===== src/rtl/rxf_pkg.sv =====
package rxf_pkg;
   localparam int CFG_W          = 5;
   localparam int CFG_KEEP_ERR   = 0;
   localparam int CFG_KEEP_SHORT = 1;
   localparam int CFG_BCAST      = 2;
   localparam int CFG_MCAST      = 3;
   localparam int CFG_PROMISC    = 4;

   typedef struct packed {
      logic complete;   // all address bytes seen
      logic stn_match;  // every byte equal to station address
      logic all_ones;   // every byte 0xFF
      logic group;      // group bit of first byte
   } addr_flags_t;
endpackage


===== src/rtl/rxf_addr_capture.sv =====
module rxf_addr_capture
   import rxf_pkg::*;
#(
   parameter int ADDR_BYTES = 6
) (
   input  logic                    clk,
   input  logic                    rst_n,
   input  logic                    frame_start,
   input  logic                    byte_valid,
   input  logic [7:0]              byte_data,
   input  logic [8*ADDR_BYTES-1:0] station_addr,
   output addr_flags_t             flags
);
   localparam int CNT_W = $clog2(ADDR_BYTES + 1);
   localparam logic [CNT_W-1:0] FULL = CNT_W'(ADDR_BYTES);

   logic [CNT_W-1:0]      cnt_q;
   logic [CNT_W-1:0]      idx;
   logic [ADDR_BYTES-1:0] eq_q, ff_q, byte_eq;
   logic                  grp_q;

   assign idx = frame_start ? '0 : cnt_q;

   for (genvar k = 0; k < ADDR_BYTES; k++) begin : g_cmp
      assign byte_eq[k] = (byte_data == station_addr[8*k +: 8]);
   end

   always_ff @(posedge clk) begin
      if (!rst_n) begin
         cnt_q <= '0;
         eq_q  <= '0;
         ff_q  <= '0;
         grp_q <= 1'b0;
      end else begin
         if (frame_start) begin
            cnt_q <= '0;
            eq_q  <= '0;
            ff_q  <= '0;
            grp_q <= 1'b0;
         end
         if (byte_valid && (idx < FULL)) begin
            cnt_q     <= idx + CNT_W'(1);
            eq_q[idx] <= byte_eq[idx];
            ff_q[idx] <= (byte_data == 8'hFF);
            if (idx == '0) grp_q <= byte_data[0];
         end
      end
   end

   assign flags.complete  = (cnt_q == FULL);
   assign flags.stn_match = &eq_q;
   assign flags.all_ones  = &ff_q;
   assign flags.group     = grp_q;
endmodule


===== src/rtl/rxf_hash_select.sv =====
module rxf_hash_select #(
   parameter int HASH_BITS = 64,
   localparam int HIDX_W   = $clog2(HASH_BITS)
) (
   input  logic [HASH_BITS-1:0] hash_array,
   input  logic [HIDX_W-1:0]    hash_idx,
   output logic                 hit,
   output logic                 dis_slot,
   output logic                 en_slot
);
   localparam int NREG = HASH_BITS / 8;
   localparam logic [HIDX_W-1:0] DIS_IDX = HIDX_W'(HASH_BITS - 2);
   localparam logic [HIDX_W-1:0] EN_IDX  = HIDX_W'(HASH_BITS - 1);

   // register bank view: upper index bits pick the byte, lower three the bit
   logic [7:0] bank [NREG];
   for (genvar r = 0; r < NREG; r++) begin : g_bank
      assign bank[r] = hash_array[8*r +: 8];
   end

   if (NREG > 1) begin : g_multi
      assign hit = bank[hash_idx[HIDX_W-1:3]][hash_idx[2:0]];
   end else begin : g_single
      assign hit = bank[0][hash_idx[2:0]];
   end

   assign dis_slot = (hash_idx == DIS_IDX);
   assign en_slot  = (hash_idx == EN_IDX);
endmodule


===== src/rtl/rxf_decide.sv =====
module rxf_decide
   import rxf_pkg::*;
#(
   parameter int LEN_W   = 16,
   parameter int MIN_LEN = 64
) (
   input  addr_flags_t      flags,
   input  logic             hash_hit,
   input  logic             dis_slot,
   input  logic             en_slot,
   input  logic             crc_good,
   input  logic [LEN_W-1:0] frame_len,
   input  logic [CFG_W-1:0] rx_cfg,
   input  logic             atd_en,
   output logic             accept_c,
   output logic             group_c,
   output logic             dis_c,
   output logic             en_c
);
   logic is_bcast, is_mcast, is_phys, addr_ok, err_ok, len_ok, atd_ok;

   always_comb begin
      is_bcast = flags.all_ones;
      is_mcast = flags.group && !flags.all_ones;
      is_phys  = !flags.group;
      addr_ok  = (is_phys  && (rx_cfg[CFG_PROMISC] || flags.stn_match)) ||
                 (is_bcast && rx_cfg[CFG_BCAST]) ||
                 (is_mcast && rx_cfg[CFG_MCAST] && hash_hit);
      err_ok   = crc_good || rx_cfg[CFG_KEEP_ERR];
      len_ok   = (frame_len >= LEN_W'(MIN_LEN)) || rx_cfg[CFG_KEEP_SHORT];
      accept_c = flags.complete && addr_ok && err_ok && len_ok;
      group_c  = accept_c && !is_phys;
      atd_ok   = atd_en && flags.complete && is_mcast && crc_good;
      dis_c    = atd_ok && dis_slot;
      en_c     = atd_ok && en_slot;
   end
endmodule


===== src/rtl/rx_addr_filter.sv =====
module rx_addr_filter
   import rxf_pkg::*;
#(
   parameter int ADDR_BYTES = 6,
   parameter int HASH_BITS  = 64,
   parameter int LEN_W      = 16,
   parameter int MIN_LEN    = 64,
   localparam int HIDX_W    = $clog2(HASH_BITS)
) (
   input  logic                    clk,
   input  logic                    rst_n,
   input  logic                    frame_start,
   input  logic                    byte_valid,
   input  logic [7:0]              byte_data,
   input  logic                    frame_end,
   input  logic [LEN_W-1:0]        frame_len,
   input  logic                    crc_good,
   input  logic [HIDX_W-1:0]       hash_idx,
   input  logic [8*ADDR_BYTES-1:0] station_addr,
   input  logic [HASH_BITS-1:0]    hash_array,
   input  logic [CFG_W-1:0]        rx_cfg,
   input  logic                    atd_en,
   output logic                    result_valid,
   output logic                    accept,
   output logic                    group_hit,
   output logic                    tx_disable_evt,
   output logic                    tx_enable_evt
);
   if (ADDR_BYTES < 1) begin : g_bad_addr
      $error("ADDR_BYTES must be at least 1");
   end
   if ((HASH_BITS < 8) || (HASH_BITS % 8 != 0) || ((1 << HIDX_W) != HASH_BITS)) begin : g_bad_hash
      $error("HASH_BITS must be a power of two and at least 8");
   end
   if (MIN_LEN >= (1 << LEN_W)) begin : g_bad_len
      $error("MIN_LEN must fit in LEN_W bits");
   end

   addr_flags_t flags;
   logic hash_hit, dis_slot, en_slot;
   logic accept_c, group_c, dis_c, en_c;

   rxf_addr_capture #(.ADDR_BYTES(ADDR_BYTES)) u_cap (
      .clk          (clk),
      .rst_n        (rst_n),
      .frame_start  (frame_start),
      .byte_valid   (byte_valid),
      .byte_data    (byte_data),
      .station_addr (station_addr),
      .flags        (flags)
   );

   rxf_hash_select #(.HASH_BITS(HASH_BITS)) u_hash (
      .hash_array (hash_array),
      .hash_idx   (hash_idx),
      .hit        (hash_hit),
      .dis_slot   (dis_slot),
      .en_slot    (en_slot)
   );

   rxf_decide #(.LEN_W(LEN_W), .MIN_LEN(MIN_LEN)) u_dec (
      .flags     (flags),
      .hash_hit  (hash_hit),
      .dis_slot  (dis_slot),
      .en_slot   (en_slot),
      .crc_good  (crc_good),
      .frame_len (frame_len),
      .rx_cfg    (rx_cfg),
      .atd_en    (atd_en),
      .accept_c  (accept_c),
      .group_c   (group_c),
      .dis_c     (dis_c),
      .en_c      (en_c)
   );

   always_ff @(posedge clk) begin
      if (!rst_n) begin
         result_valid   <= 1'b0;
         accept         <= 1'b0;
         group_hit      <= 1'b0;
         tx_disable_evt <= 1'b0;
         tx_enable_evt  <= 1'b0;
      end else begin
         result_valid   <= frame_end;
         accept         <= frame_end && accept_c;
         group_hit      <= frame_end && group_c;
         tx_disable_evt <= frame_end && dis_c;
         tx_enable_evt  <= frame_end && en_c;
      end
   end
endmodule


===== config.mk =====
export PLATFORM = sky130hd
export DESIGN_NAME = rx_addr_filter
export DESIGN_NICKNAME = d
export VERILOG_FILES = /design/src/rtl/rxf_pkg.sv /design/src/rtl/rxf_addr_capture.sv /design/src/rtl/rxf_hash_select.sv /design/src/rtl/rxf_decide.sv /design/src/rtl/rx_addr_filter.sv
export SDC_FILE = /design/constraint.sdc
export NUM_CORES = 1
export LEC_CHECK = 0
export ABC_CLOCK_PERIOD_IN_PS = 3350
export BUFFER_PORTS_ARGS = -buffer_cell sky130_fd_sc_hd__buf_2
export CORE_ASPECT_RATIO = 0.7
export CORE_MARGIN = 5
export CORE_UTILIZATION = 43
export CTS_CLUSTER_SIZE = 20
export DETAILED_ROUTE_END_ITERATION = 10
export HOLD_SLACK_MARGIN = 0.05
export PLACE_DENSITY = 0.8
export SLEW_MARGIN = 20
export SYNTH_ARGS = -nofsm -noshare
export SYNTH_HDL_FRONTEND = slang
export SYNTH_HIERARCHICAL = 1
export SYNTH_SLANG_ARGS = --single-unit

===== constraint.sdc =====
create_clock -name clk -period 3.35 [get_ports clk]
set_input_delay 0.8375 -clock clk [delete_from_list [all_inputs] [get_ports clk]]
set_output_delay 0.8375 -clock clk [all_outputs]
set_load 0.05 [all_outputs]

# == Word-level counts from Yosys, hierarchy flattened ==
# Index checks and enable logic that the tools add are counted.
# totals
latchBits,0
ram_bits,0
memories,0
inputBits,154
mem_bits_ro,0
ff_bits,21
# op_classes
shifts,0
muxes,22
order_cmp,6
multipliers,0
n_addsub,1
n_eq_ne,10
n_reduce_logical,30
bitwise_logic,1
div,0
# ops
operator,count
$eq A8 B8 Y1,6
$mux W6,6
$bmux W8 S3,1
$logic_and A1 B1 Y1,20
$ge A16 B7 Y1 const B,1
$mux W8,2
$bwmux W6,2
$eq A6 B6 Y1 const B,2
$reduce_and A6 Y1,2
$eq A8 B8 Y1 const B,1
$lt A3 B4 Y1 const B,2
$bmux W1 S3,2
$mux W1,6
$mux W3,2
$logic_or A1 B1 Y1,5
$ge A4 B4 Y1 const B,1
$not A3 Y4,1
$add A3 B1 Y3 const B,1
$demux W1 S3,1
$eq A3 B3 Y1 const B,1
$ge A3 B1 Y1 const B,1
$logic_not A3 Y1,1
$lt A3 B3 Y1 const B,1
$logic_not A1 Y1,2

# == Depth between registers and ports, before layout ==
# Gate-level depths: netlist (run 1).
# logic_depth
word_depth,13
mapped_depth,10

# == By module ==
# Netlist (run 1), hierarchy kept.
# by_module_without_submodules
module,area_each_um2,n_inst,cells_each
rxf_addr_capture,1500.2,1,185
rxf_hash_select,638.1,1,60
rx_addr_filter,132.6,1,10
rxf_decide,106.4,1,16

# == Worst setup path after synthesis (run 1) ==
# No wires, ideal clock.
# synth_timing
kind,input to register
from,in hash_idx[3]
to,reg group_hit
cell_stages,9
t_arrival_ps,2482
required_time_ps,3234
setup_slack_ps,753
cell_sequence,buf_6 mux4_1 nand3_1 a41oi_1 o32a_1 nand3_1 o21ai_0 and4_1 and3_1
# synth_via
elab_chain_cells,13
# synth_lines
element,line_no,text
"start, declared",rx_addr_filter.sv:18,"input logic [HIDX_W-1:0] hash_idx,"
$not A3 Y4 (not written as such),rxf_hash_select.sv:22,assign hit = bank[hash_idx[HIDX_W-1:3]][hash_idx[2:0]];
$bmux W8 S3,rxf_hash_select.sv:22,
$mux W8 (not written as such) (2 in a row),rxf_hash_select.sv:22,
$bmux W1 S3,rxf_hash_select.sv:22,
$mux W1 (not written as such),rxf_hash_select.sv:22,
net hash_hit,rx_addr_filter.sv:40,"logic hash_hit, dis_slot, en_slot;"
$logic_and A1 B1 Y1,rxf_decide.sv:28,(is_mcast && rx_cfg[CFG_MCAST] && hash_hit);
$logic_or A1 B1 Y1,rxf_decide.sv:27,(is_bcast && rx_cfg[CFG_BCAST]) ||
$logic_and A1 B1 Y1 (3 in a row),rxf_decide.sv:31,accept_c = flags.complete && addr_ok && err_ok && len_ok;
$logic_and A1 B1 Y1,rxf_decide.sv:32,group_c = accept_c && !is_phys;
net group_c,rx_addr_filter.sv:41,"logic accept_c, group_c, dis_c, en_c;"
$logic_and A1 B1 Y1,rx_addr_filter.sv:86,group_hit <= frame_end && group_c;
"end signal, assigned",rx_addr_filter.sv:86,
"end, declared",rx_addr_filter.sv:25,"output logic group_hit,"
# The timed path passes the listed nets, and every way through them passes these cells. The select of a mux whose other input is x is not followed.
# A chain may end at the register's enable or synchronous reset.

# == Worst setup path after layout (run 1) ==
# layout_timing
from,in hash_idx[4]
to,reg group_hit
# Same word-level chain as after synthesis.

==> flow_summary.toml, run 1 <==
[clock_network]
cts_buffers = 3
cts_setup_buffers = 0
cts.clk_slew.worst_paths_ns = 0.08
ctsHoldBuffers = 0
insertion_delay_ns = 0.26
clockBufferDepth = 2
ctsHtreeMaxLevel = 1
clock_sinks = 21
cts_tree = "yes"
cts_root_buf = "clkbuf_8"
post_cts_resized = 0

[detailed_routing]
wire_per_inst_microns = 15.6
first_pass_iters = 4
drc = 0
drt_wl_total_microns = 7460
ant_nets = 0
initialDrtViolationCount = 160
vias_per_cell = 5.37
num_vias = 2561

[synth]
synth_top_area_cell = "dfxtp_1"
synth_cells = 271
synth_edf_count = 0
ys_seq_elements = 21
netlist_area_sq_um = 2380
synth-warning-count = 6
synth_fp_nets = 427
avgSynthCellArea_sq_um = 8.77
yosysUniqueCellTypes = 49
synth-async-reset-ratio = 0
synth_top_area_share = 0.177
ys.flop_type = "dfxtp_1"
yosysSeqAreaShare = 0.177
synth_area_leaders = "dfxtp_1, xnor2_1, mux4_2"

[placed_design]
hpwl_microns = 6310
dp_slack_ns = 0.295
finalWeightedCongestion = 0.855
post_dp_cell_area_sq_um = 3060
io_buffer_count = 152
dp_cells = 473

[timing]
setup_viol = 0
hold_viol = 0
period_share = 0.828
rsz0062_at_grt = "false"
worst_slew_pin_slew_ns = 0.440
post-route-min-period_ns = 2.77
maxSlewViolCount = 0
layout_setup_ws_ns = 0.576
finalClockSkew_ns = 0.00400
finalSetupTns_ns = 0
holdWs_ns = 0.563
maxSlewHeadroom = 0.706
max_freq_mhz = 360

[status]
status = "completed"

[floorplan]
die_area_sq_um = 7140
rows = 22
core_sq_um = 5310
die_y_microns = 72.2
die_width_microns = 98.9
io_pins = 159
start_util = 0.447

[global_routing]
grt_pass1_wl_microns = 11700
grt_use_total = 0.198
grt_pass1_vias = 2657
antenna_found_initial = 0
grt_overflow = 0
grt_max_degree = 22

[setup_path]
crit_required_ns = 3.51
path_max_fanout = 11
cp-start-kind = "input pin"
cp.arrival_ns = 2.94
critPathCaptureType = "flop"
setup.worst_path.class = "input pin to flop"

[worst_hold_path]
holdCritPathClass = "flop to flop"

[layout]
drive_gt1_frac = 0.437
final_area_sq_um = 3110
syn_to_final_growth_pct = 30.8
fillers = 504
final_cells = 477
diodes = 0
fin_nets = 562

[flow_run]
cap_violations = 0

[pwr]
cellPowerDensity_nw_per_um2 = 222
irDropWorstVdd_mv = 0.162
p_leak_nw = 1.40
## synth_stat cells (2+ instances only)
library cell	count
xnor2_1	37
dfxtp_1	21
nand2_1	16
nor2_1	15
nand4_1	14
nor2b_1	12
xor2_1	11
o21ai_0	10
a21oi_1	9
and3_1	9
mux4_2	9
buf_6	8
mux2i_1	7
nand3_1	7
buf_2	6
inv_1	6
nand2b_1	6
buf_4	5
nor3_1	5
nor4_1	5
and2_1	4
clkbuf_1	4
mux4_1	4
nor3b_1	3
o21a_1	3
o221ai_1	3
a21boi_1	2
a41oi_1	2
and4_1	2
ha_1	2
mux2_2	2
nor4_2	2
o22ai_1	2
o311a_1	2
or3b_1	2
## worst max-delay path, stage by stage
cell and delay (ns):
buf_2 0.24, buf_4 0.26, mux4_2 0.51, mux2i_1 0.15
nor2_1 0.07, o32a_1 0.30, nand3_1 0.12, o21ai_0 0.08
and4_1 0.19, and3_1 0.17
## path summary, 6_finish.rpt
path                        end           start  slack, ns  cells past startpoint
hold / removal    u_cap/ff_q[4]   u_cap/ff_q[4]       0.56                      2
setup / recovery      group_hit     hash_idx[4]       0.58                     10
setup reg to reg  u_cap/eq_q[3]  u_cap/cnt_q[0]       1.73                      5
hold reg to reg   u_cap/ff_q[4]   u_cap/ff_q[4]       0.56                      2
## power breakdown
| group | leakage (nW) | internal [mW] | total, mW | switching (mW) |
|---|---|---|---|---|
| sequential | 0.170 | 0.253 | 0.257 | 0.00427 |
| clock | 0.0255 | 0.0828 | 0.165 | 0.0826 |
| combinational | 1.20 | 0.148 | 0.267 | 0.118 |
## stage by stage
stage | power [mW] | utilization
after CTS | 0.692 | 0.585
after global routing | 0.729 | 0.585
after detailed placement | 0.528 | 0.577
final | 0.689 | 0.585
after global placement | 0.520 | 0.577
after floorplan | 0.426 | -
## registers in the layout (all words and copies together) (netlist names)
register / count
u_cap/ff_q: 6
accept: 1
group_hit: 1
u_cap/grp_q: 1
tx_disable_evt: 1
u_cap/cnt_q: 3
u_cap/eq_q: 6
tx_enable_evt: 1
result_valid: 1
## routing by layer
metal,wire length (microns),vias up,global-route usage
met4,76,0,0.0273
li1,-,1255,-
met5,0,-,0
met3,399,8,0.0394
met1,2990,1212,0.239
met2,3990,86,0.372
## layout by cell type (no fill, tap or decap), types with 3 or more instances in the layout
cell type,instances
nor3_1,5
inv_1,6
nand4_1,14
mux2i_1,7
mux4_1,4
xor2_1,11
nor2b_1,12
dfxtp_1,21
nor3b_1,3
clkbuf_8,3
nand3_1,7
nand2b_1,6
buf_2,152
o221ai_1,3
o21a_1,3
xnor2_1,37
nor4_1,5
a21oi_1,9
o21ai_0,10
and2_1,4
nor2_1,15
nand2_1,16
and3_1,9
mux4_2,9
## layout make-up
class / instances / area (sq um) / share of cell area
repair buffers: 153 / 768 / 0.247
flip-flops and latches: 21 / 420 / 0.135
clock inverters: 1 / 5.00 / 0.00161
multi-input cells: 220 / 1760 / 0.565
clock buffers: 3 / 41.3 / 0.0133
inverters: 7 / 28.8 / 0.00926
well taps: 72 / 90.1 / 0.0290
## cells by family after synthesis
logic type	synth area share
adder cells (fa/ha/maj)	0.0105
AND/OR/NAND/NOR	0.260
multiplexers	0.168
AO/OA/AOI/OAI	0.123
buffers and inverters	0.0847
XOR/XNOR	0.177
flip-flops	0.177
(Power assumes the default switching activity.)
==> run 2: changes to the inputs <==
- ABC_CLOCK_PERIOD_IN_PS: 3350 -> 2700
- clock period: 3.35 -> 2.7 ns (I/O delays scaled with it)
==> flow_summary.toml, run 2 (same netlist as run 1, synthesis figures left out) <==
[worst_hold_path]
min_from = "u_cap/ff_q[4]"
whs_endpoint = "u_cap/ff_q[4]"
whs_path_depth = 2
holdCritPathClass = "flop to flop"

[global_routing]
grt_pass1_vias = 2638
grt_max_degree = 22
grt_pass1_wl_microns = 11700
grt_use_met1 = 0.246
antenna_found_initial = 0
grt_use_total = 0.197
grtUsageMet3 = 0.0423
grt_most_used_layer = "met2"
grt_overflow = 0
met2_usage = 0.356

[setup_path]
timing.rr.end = "u_cap/eq_q[0]"
setup.worst_path.class = "input pin to flop"
crit_start = "hash_idx[3]"
path_max_fanout = 5
crit_required_ns = 2.86
reg2reg_depth = 5
cp.arrival_ns = 2.61
r2r_setup_slack_ns = 1.12
cp-start-kind = "input pin"
critPathCaptureType = "flop"
r2r-start = "u_cap/cnt_q[0]"

[clock_network]
cts_buffers = 3
post_cts_resized = 0
cts_setup_buffers = 0
cts_tree = "yes"
clockBufferDepth = 2
insertion_delay_ns = 0.26
cts_root_buf = "clkbuf_8"
cts.clk_slew.worst_paths_ns = 0.07
ctsHtreeMaxLevel = 1
clock_sinks = 21
ctsHoldBuffers = 0

[placed_design]
finalWeightedCongestion = 0.884
hpwl_microns = 6240
dp_cells = 478
io_buffer_count = 152

[detailed_routing]
wire_per_inst_microns = 15.2
first_pass_iters = 4
ant_nets = 0
drc = 0
drt_wl_total_microns = 7310
vias_per_cell = 5.33
num_vias = 2571
initialDrtViolationCount = 106

[timing]
max_freq_mhz = 408
hold_viol = 0
maxSlewHeadroom = 0.735
maxSlewViolCount = 0
finalClockSkew_ns = 0.00457
setup_viol = 0
rsz0062_at_grt = "false"
post-route-min-period_ns = 2.45
period_share = 0.908
worst_slew_pin_slew_ns = 0.396
finalSetupTns_ns = 0

[layout]
diodes = 0
final_common_cell = "buf_2"
reg_top3 = "u_cap/eq_q (6), u_cap/ff_q (6), u_cap/cnt_q (3)"
syn_to_final_growth_pct = 32.9
drive_gt1_frac = 0.444
final_cell_mix = "buf_2, xnor2_1, dfxtp_1, nand2_1, nor2_1"
multi_input_area_sq_um = 1760
final_cells = 482
fin_nets = 567
fillers = 474
seqCellArea_sq_um = 420

[floorplan]
die_y_microns = 72.2
die_area_sq_um = 7140
rows = 22
io_pins = 159
start_util = 0.447
core_sq_um = 5310
die_width_microns = 98.9

[pwr]
irDropWorstVdd_mv = 0.201
p_leak_nw = 1.43
cellPowerDensity_nw_per_um2 = 272

[status]
status = "completed"

[flow_run]
cap_violations = 0
-- run 2: how the worst max path moves through the flow --
stage                end  depth (start not counted)
2_1_floorplan  group_hit                          9
3_3_place_gp   group_hit                          9
3_5_place_dp   group_hit                          9
4_1_cts        group_hit                          9
5_1_grt        group_hit                          9
6_report       group_hit                          9
-- run 2: per-layer routing --
metal	wire length [microns]	part of all wire
met5	0	0
met4	80	0.011
met3	427	0.058
met2	3810	0.52
met1	2990	0.41
-- run 2: metrics by stage --
stage                     worst slack (ns)  power, mW  hold slack [ns]  utilization  cell area [sq um]
after detailed placement            0.0339      0.663            0.551        0.586               3110
after floorplan                      0.265      0.529            0.530            -               2380
after CTS                            0.284      0.864            0.563        0.595               3160
after global routing                 0.189      0.909            0.594        0.595               3160
final                                0.249      0.858            0.559        0.595               3160
after global placement              0.0674      0.652            0.546        0.586               3110
-- run 2: report_power, final --
part	internal [mW]	switching, mW	leakage [nW]	total, mW
Clock	0.103	0.0973	0.0255	0.200
Combinational	0.191	0.148	1.23	0.339
Sequential	0.314	0.00547	0.170	0.319
-- run 2: cell type report --
cell class / instances / share of cell area
inverter: 7 / 0.00911
clock buffer: 3 / 0.0131
timing repair buffer: 158 / 0.259
tap: 72 / 0.0285
multi-input combinational: 220 / 0.556
sequential: 21 / 0.133
clock inverter: 1 / 0.00158
-- run 2: worst max-delay path: stages --
cell and delay [ns]:
buf_2 0.16, mux4_1 0.56, nand3_1 0.10, a41oi_1 0.11, o32a_1 0.38, nand3_1 0.11, o21ai_0 0.11, and4_1 0.22
and3_1 0.18
